<file path="src/rtl/sdco_pkg.sv">
package sdco_pkg;

    localparam int PERIOD_W   = 16;
    localparam int CORR_W     = 16;
    localparam int DIFF_W     = PERIOD_W + 2;
    localparam int MIN_PERIOD = 2;
    localparam int DIV_W      = 2;

    typedef logic [PERIOD_W-1:0]        period_t;
    typedef logic signed [CORR_W-1:0]   corr_t;
    typedef logic [DIV_W-1:0]           div_t;

    typedef enum logic [1:0] {
        RATE_NORMAL = 2'd0,
        RATE_X2     = 2'd1,
        RATE_X4     = 2'd2
    } rate_e;

    typedef struct packed {
        rate_e   rate;
        period_t load;
    } reload_t;

    localparam period_t MAX_PERIOD_V = {PERIOD_W{1'b1}};
    localparam period_t MIN_PERIOD_V = period_t'(MIN_PERIOD);

    // Saturated corrected period: t0 - c clamped to the legal range.
    function automatic period_t sat_period(input period_t t0, input corr_t c);
        logic signed [DIFF_W-1:0] d;
        d = $signed({2'b00, t0}) - $signed({{(DIFF_W-CORR_W){c[CORR_W-1]}}, c});
        if (d < $signed(DIFF_W'(MIN_PERIOD)))
            return MIN_PERIOD_V;
        else if (d > $signed({2'b00, MAX_PERIOD_V}))
            return MAX_PERIOD_V;
        else
            return d[PERIOD_W-1:0];
    endfunction

    // Period of one inner interval for the chosen rate.
    function automatic period_t inner_period(input period_t p, input rate_e r);
        period_t q;
        case (r)
            RATE_X2: q = p >> 1;
            RATE_X4: q = p >> 2;
            default: q = p;
        endcase
        return (q < MIN_PERIOD_V) ? MIN_PERIOD_V : q;
    endfunction

    // Index of the last inner tick in one outer interval.
    function automatic div_t last_index(input rate_e r);
        case (r)
            RATE_X2: return div_t'(1);
            RATE_X4: return div_t'(3);
            default: return div_t'(0);
        endcase
    endfunction

    function automatic rate_e decode_rate(input logic fast, input logic ratio);
        if (!fast)
            return RATE_NORMAL;
        return ratio ? RATE_X4 : RATE_X2;
    endfunction

endpackage

</file>
<file path="src/rtl/sdco_period_calc.sv">
module sdco_period_calc
    import sdco_pkg::*;
(
    input  period_t t0,
    input  corr_t   corr,
    input  rate_e   rate_next,
    output reload_t reload
);
    period_t full;

    always_comb begin
        full        = sat_period(t0, corr);
        reload.rate = rate_next;
        reload.load = inner_period(full, rate_next);
    end

    always_comb begin
        assert (reload.load >= MIN_PERIOD_V || $isunknown(t0) || $isunknown(corr))
            else $error("reload below floor");
    end
endmodule

</file>
<file path="src/rtl/sdco_interval_counter.sv">
module sdco_interval_counter
    import sdco_pkg::*;
(
    input  logic    clk,
    input  logic    rst,
    input  period_t reset_val,
    input  period_t load_val,
    output logic    tick
);
    period_t count_q;

    assign tick = (count_q == period_t'(1));

    always_ff @(posedge clk) begin
        if (rst)
            count_q <= reset_val;
        else if (tick)
            count_q <= load_val;
        else
            count_q <= count_q - period_t'(1);
    end

    // between expiries the counter steps down by exactly one
    assert_count_step_R2: assert property (@(posedge clk) disable iff (rst)
        (!tick && !$isunknown(count_q)) |=> (count_q == $past(count_q) - period_t'(1)));

    // an expiry reloads a value inside the saturated range
    assert_reload_range_R4: assert property (@(posedge clk) disable iff (rst)
        tick |=> (count_q >= MIN_PERIOD_V));

    // the counter never reaches zero
    assert_never_zero_R1: assert property (@(posedge clk) disable iff (rst)
        !$isunknown(count_q) |-> (count_q != '0));
endmodule

</file>
<file path="src/rtl/sdco_ratio_prescaler.sv">
module sdco_ratio_prescaler
    import sdco_pkg::*;
(
    input  logic  clk,
    input  logic  rst,
    input  logic  tick,
    input  logic  fast_in,
    input  logic  ratio_in,
    output rate_e rate_next,
    output logic  strobe
);
    rate_e rate_q;
    div_t  div_q;

    assign strobe    = tick && (div_q == last_index(rate_q));
    assign rate_next = strobe ? decode_rate(fast_in, ratio_in) : rate_q;

    always_ff @(posedge clk) begin
        if (rst) begin
            rate_q <= RATE_NORMAL;
            div_q  <= '0;
        end else if (tick) begin
            rate_q <= rate_next;
            div_q  <= strobe ? div_t'(0) : div_q + div_t'(1);
        end
    end

    // inner tick index stays inside the ratio
    assert_div_bound_R7: assert property (@(posedge clk) disable iff (rst)
        div_q <= last_index(rate_q));

    // the rate changes only after a strobe
    assert_rate_at_strobe_R9: assert property (@(posedge clk) disable iff (rst)
        !strobe |=> (rate_q == $past(rate_q)));

    // in normal mode every tick is a strobe
    assert_normal_equal_R8: assert property (@(posedge clk) disable iff (rst)
        (rate_q == RATE_NORMAL) |-> (strobe == tick));
endmodule

</file>
<file path="src/rtl/sampling_dco.sv">
module sampling_dco
    import sdco_pkg::*;
(
    input  logic                clk,
    input  logic                rst,
    input  logic [PERIOD_W-1:0] nominal_period,
    input  logic [CORR_W-1:0]   correction,
    input  logic                fast_mode,
    input  logic                ratio_sel,
    output logic                sample_strobe,
    output logic                filter_tick
);
    rate_e   rate_next;
    reload_t reload;
    period_t reset_val;
    logic    tick;
    logic    strobe;

    assign reset_val = sat_period(nominal_period, corr_t'(0));

    sdco_period_calc u_calc (
        .t0        (nominal_period),
        .corr      (corr_t'(correction)),
        .rate_next (rate_next),
        .reload    (reload)
    );

    sdco_interval_counter u_count (
        .clk       (clk),
        .rst       (rst),
        .reset_val (reset_val),
        .load_val  (reload.load),
        .tick      (tick)
    );

    sdco_ratio_prescaler u_div (
        .clk       (clk),
        .rst       (rst),
        .tick      (tick),
        .fast_in   (fast_mode),
        .ratio_in  (ratio_sel),
        .rate_next (rate_next),
        .strobe    (strobe)
    );

    assign sample_strobe = strobe;
    assign filter_tick   = tick;

    // reset leaves both outputs quiet in the following cycle
    assert_reset_quiet_R1: assert property (@(posedge clk)
        rst |=> (!sample_strobe && !filter_tick));

    // the strobe lasts one cycle
    assert_strobe_single_R10: assert property (@(posedge clk) disable iff (rst)
        sample_strobe |=> !sample_strobe);

    // a strobe always coincides with a filter tick
    assert_strobe_on_tick_R8: assert property (@(posedge clk) disable iff (rst)
        sample_strobe |-> filter_tick);
endmodule

</file>
<file path="config.mk">
export PLATFORM = sky130hd
export DESIGN_NAME = sampling_dco
export DESIGN_NICKNAME = d
export VERILOG_FILES = /design/src/rtl/sdco_pkg.sv /design/src/rtl/sdco_period_calc.sv /design/src/rtl/sdco_interval_counter.sv /design/src/rtl/sdco_ratio_prescaler.sv /design/src/rtl/sampling_dco.sv
export SDC_FILE = /design/constraint.sdc
export NUM_CORES = 1
export LEC_CHECK = 0
export ABC_AREA = 1
export BUFFER_PORTS_ARGS = -buffer_cell sky130_fd_sc_hd__buf_2
export CAP_MARGIN = 20
export CORE_MARGIN = 2
export CORE_UTILIZATION = 36
export CTS_BUF_LIST = sky130_fd_sc_hd__clkbuf_2
export DETAILED_ROUTE_END_ITERATION = 6
export PLACE_DENSITY = 0.66
export SLEW_MARGIN = 25
export SYNTH_ARGS = -nofsm -noshare
export SYNTH_HDL_FRONTEND = slang
export SYNTH_SLANG_ARGS = --single-unit
</file>
<file path="constraint.sdc">
create_clock -name clk -period 3.6 [get_ports clk]
set_input_delay 0.54 -clock clk [delete_from_list [all_inputs] [get_ports clk]]
set_output_delay 0.54 -clock clk [all_outputs]
set_load 0.03 [all_outputs]
</file>
==> metrics.txt <==
# TYPE chip_impl_metric gauge
chip_impl_info{name="run_status",value="completed"} 1
chip_impl_info{name="ys.flop_type",value="dfxtp_1"} 1
chip_impl_info{name="setup_repair_after_global_routing_missed_its_margin",value="no"} 1
chip_impl_metric{name="slew_viol_final",unit=""} 0
chip_impl_metric{name="synth_nets",unit=""} 658
chip_impl_metric{name="viasPerCell",unit=""} 4.94
chip_impl_metric{name="critical_path.max_fanout",unit=""} 15
chip_impl_info{name="critPathCaptureType",value="register"} 1
chip_impl_metric{name="postLayoutCellArea",unit="um^2"} 3500
chip_impl_metric{name="instance_count_of_the_mapped_netlist",unit=""} 599
chip_impl_metric{name="sw_frac_of_total",unit="%"} 46.8
chip_impl_metric{name="power.leakage",unit="uW"} 0.00195
chip_impl_metric{name="clk_pin_slew_worst_paths",unit="ns"} 0.18
chip_impl_metric{name="total_grt_usage",unit="%"} 18.5
chip_impl_metric{name="achievable-frequency",unit="GHz"} 0.321
chip_impl_metric{name="clk_path_buf_depth",unit=""} 2
chip_impl_metric{name="dp_cells",unit=""} 732
chip_impl_metric{name="portion_of_total_power_attributed_to_the_clock_network",unit="%"} 11.3
chip_impl_metric{name="portBuffers",unit=""} 37
chip_impl_metric{name="post_dp_area",unit="um^2"} 3470
chip_impl_info{name="timing.setup.critical_path_class",value="register to register"} 1
chip_impl_metric{name="multi_input_area",unit="um^2"} 2300
chip_impl_metric{name="overall_die_area",unit="um^2"} 9640
chip_impl_metric{name="dieWidth",unit="um"} 98.2
chip_impl_metric{name="async_flop_share",unit="%"} 0
chip_impl_metric{name="die_height",unit="um"} 98.2
chip_impl_metric{name="netlist_area",unit="um^2"} 3190
chip_impl_metric{name="power.net_switching",unit="uW"} 369
chip_impl_metric{name="route.detailed.drc",unit=""} 0
chip_impl_metric{name="fp.coreArea",unit="um^2"} 8680
chip_impl_metric{name="intPower",unit="uW"} 420
chip_impl_info{name="startpoint_type",value="register"} 1
chip_impl_metric{name="worst_ir_drop_vdd",unit="uV"} 108
chip_impl_metric{name="antenna_viol_nets_final",unit=""} 0
chip_impl_metric{name="ff2ff_setup_slack",unit="ns"} 0.48
chip_impl_metric{name="std_cell_rows",unit=""} 34
chip_impl_metric{name="global_route_wire_length_before_repair",unit="um"} 15200
chip_impl_metric{name="tritoncts_num_sinks",unit=""} 20
chip_impl_metric{name="final.fill_count",unit=""} 976
chip_impl_metric{name="grt_remaining_overflow",unit=""} 0
chip_impl_metric{name="gp_routability_congestion",unit=""} 0.865
chip_impl_info{name="cts.root.buffer_cell",value="clkbuf_2"} 1
chip_impl_metric{name="detailedRoute.firstIterationViolations",unit=""} 254
chip_impl_metric{name="initial_util",unit="%"} 36.8
chip_impl_metric{name="tns",unit="ns"} 0
chip_impl_metric{name="setup_violations",unit=""} 0
chip_impl_metric{name="post_synth.cell_area_avg",unit="um^2"} 5.33
chip_impl_metric{name="power_frac_seq",unit="%"} 32.7
chip_impl_metric{name="crit_required",unit="ns"} 3.82
chip_impl_metric{name="post_route_cells_drive_above_1_share",unit="%"} 10.4
chip_impl_metric{name="cts_max_level",unit=""} 1
chip_impl_metric{name="floorplan.io_pins",unit=""} 38
chip_impl_metric{name="dr_total_vias",unit=""} 3634
chip_impl_metric{name="timing_worst_slew_pin_value",unit="ns"} 0.607
chip_impl_metric{name="routed_wirelength",unit="um"} 8850
chip_impl_info{name="tritoncts_clock_tree",value="built"} 1
chip_impl_metric{name="drt-wirelength-per-cell",unit="um"} 12.0
chip_impl_metric{name="layout_min_cycle_time",unit="ns"} 3.12
chip_impl_metric{name="area_delta_synth_final",unit="%"} 9.60
chip_impl_metric{name="combinationalPowerShare",unit="%"} 56.0
chip_impl_metric{name="finalClockSkew",unit="ns"} 0.00668
chip_impl_metric{name="synth_enable_flop_cells",unit=""} 0
chip_impl_metric{name="grt_start_max_net_pins",unit=""} 40
chip_impl_metric{name="finalNetCount",unit=""} 689
chip_impl_metric{name="power_density",unit="nW/um^2"} 226
chip_impl_metric{name="cp.arrival",unit="ns"} 3.33
chip_impl_info{name="holdCritPathClass",value="primary input to register"} 1
chip_impl_metric{name="hold_viol_final",unit=""} 0
chip_impl_metric{name="instances_no_fill",unit=""} 736
chip_impl_metric{name="drtPass1Iterations",unit=""} 4
chip_impl_metric{name="synth_sequential_area_ratio",unit="%"} 12.5
chip_impl_metric{name="clock_insertion_delay_worst_skew",unit="ns"} 0.31
chip_impl_metric{name="yosys_register_bits",unit=""} 20
chip_impl_info{name="synth.largest_area_cell",value="nand2_1"} 1
chip_impl_metric{name="yosys.cell_types.count",unit=""} 28
chip_impl_metric{name="yosysWarnings",unit=""} 0
chip_impl_metric{name="max_slew_headroom",unit="%"} 59.2
chip_impl_metric{name="grt_pass1_vias",unit=""} 3427
chip_impl_metric{name="antenna_found_initial",unit=""} 0
chip_impl_metric{name="max_cap_viol_count",unit=""} 0
chip_impl_metric{name="place.detailed.hpwl",unit="um"} 7400
chip_impl_metric{name="synth_largest_type_area_fraction",unit="%"} 21.4
chip_impl_info{name="post_synth_main_area_contributors",value="nand2_1 21%, dfxtp_1 13%, inv_1 12%"} 1
chip_impl_metric{name="insertedDiodeCount",unit=""} 0
chip_impl_metric{name="tritoncts.num_buffers",unit=""} 3
chip_impl_metric{name="holdBufCountCts",unit=""} 0
chip_impl_metric{name="regArea",unit="um^2"} 400
chip_impl_metric{name="period_share",unit="%"} 86.6
## power groups by stage
stage / clock network [uW] / registers [uW] / logic (uW)
2_1_floorplan: 0 / 259 / 334
3_3_place_gp: 0 / 262 / 432
3_5_place_dp: 0 / 263 / 436
4_1_cts: 90.6 / 258 / 438
5_1_grt: 97.3 / 262 / 506
6_report: 89.5 / 258 / 442
## synthesized netlist by cell type, types with 3 or more instances
master / instances
nand2_1: 182
nand3b_1: 4
inv_1: 104
nor2_1: 73
clkbuf_1: 9
nor3_1: 9
buf_2: 4
a31oi_1: 3
nand2_2: 8
xnor2_1: 5
nand3_2: 4
dfxtp_1: 20
nand3_1: 46
ha_1: 22
nand4_1: 37
nor4_1: 4
xor2_1: 9
a21oi_1: 31
o21ai_0: 9
buf_6: 3
## critical path: stages (launching register included)
cell and delay [ns]:
dfxtp_1 0.38, nor2_1 0.11, inv_1 0.06, nor2_1 0.18, and3_1 0.18, nand3_1 0.12
nor2_2 0.17, nand3b_1 0.09, nand2_1 0.09, inv_1 0.06, ha_1 0.30, inv_1 0.16
nand2_1 0.07, inv_1 0.35, nand4_1 0.15, nand3_1 0.16, nor2_1 0.05, nand2_1 0.06
nor2_1 0.04, nand2_1 0.07, nand3_1 0.07, nand2_1 0.06, nand2_1 0.05
## routing by layer
metal  share of wire (%)  global-route usage [%]  wire length [um]
met5                   0                       0                 0
met4                 1.3                    3.79               114
met3                 6.3                    1.72               554
met2                  46                    32.9              4090
met1                  46                    24.5              4090
## metrics by stage
stage,worst slack [ns],power [uW],utilization (%),hold WS [ns]
after floorplan,0.387,594,-,0.476
after detailed placement,0.158,699,40.0,0.511
after global placement,0.167,694,40.0,0.493
final,0.483,790,40.3,0.465
after CTS,0.275,787,40.1,0.457
after global routing,0.0858,865,40.3,0.470
## registers in the layout, summed over array words and instances, names as in the netlist
name and cells:
u_div.div_q 2, u_count.count_q 16, u_div.rate_q 2
## layout make-up
class                   count  area share (%)
multi-input cells         455            65.8
flip-flops and latches     20            11.4
inverters                 108            11.7
repair buffers             42            6.72
clock buffers               3           0.429
well taps                 108            3.86
## repair_timing
item,in CTS,in global routing
buffers inserted,0,1
setup endpoints to repair,0,2
resized for setup,0,3
## cells by family after synthesis
kind of cell / count (synthesis) / share of synthesized area, %
simple gates: 373 / 51.6
compound gates: 45 / 7.33
xor+xnor: 14 / 3.84
buf+inv: 124 / 15.4
flops: 20 / 12.5
fa+ha+maj: 23 / 9.25
## placed cells by master, fill, tap and decap left out, types with 20 or more instances in the layout
cell type,instances
nand4_1,37
nand2_1,181
inv_1,104
a21oi_1,31
buf_2,37
nor2_1,72
dfxtp_1,20
nand3_1,46
ha_1,22
## path summary, 6_finish.rpt
path	startpoint	end	depth (start not counted)
worst max-delay path	u_count.count_q[7]	u_count.count_q[1]	22
worst min-delay path	nominal_period[0]	u_count.count_q[0]	3
worst max register to register	u_count.count_q[7]	u_count.count_q[1]	22
worst min register to register	u_div.div_q[0]	u_div.div_q[0]	2
(Power assumes the default switching activity.)
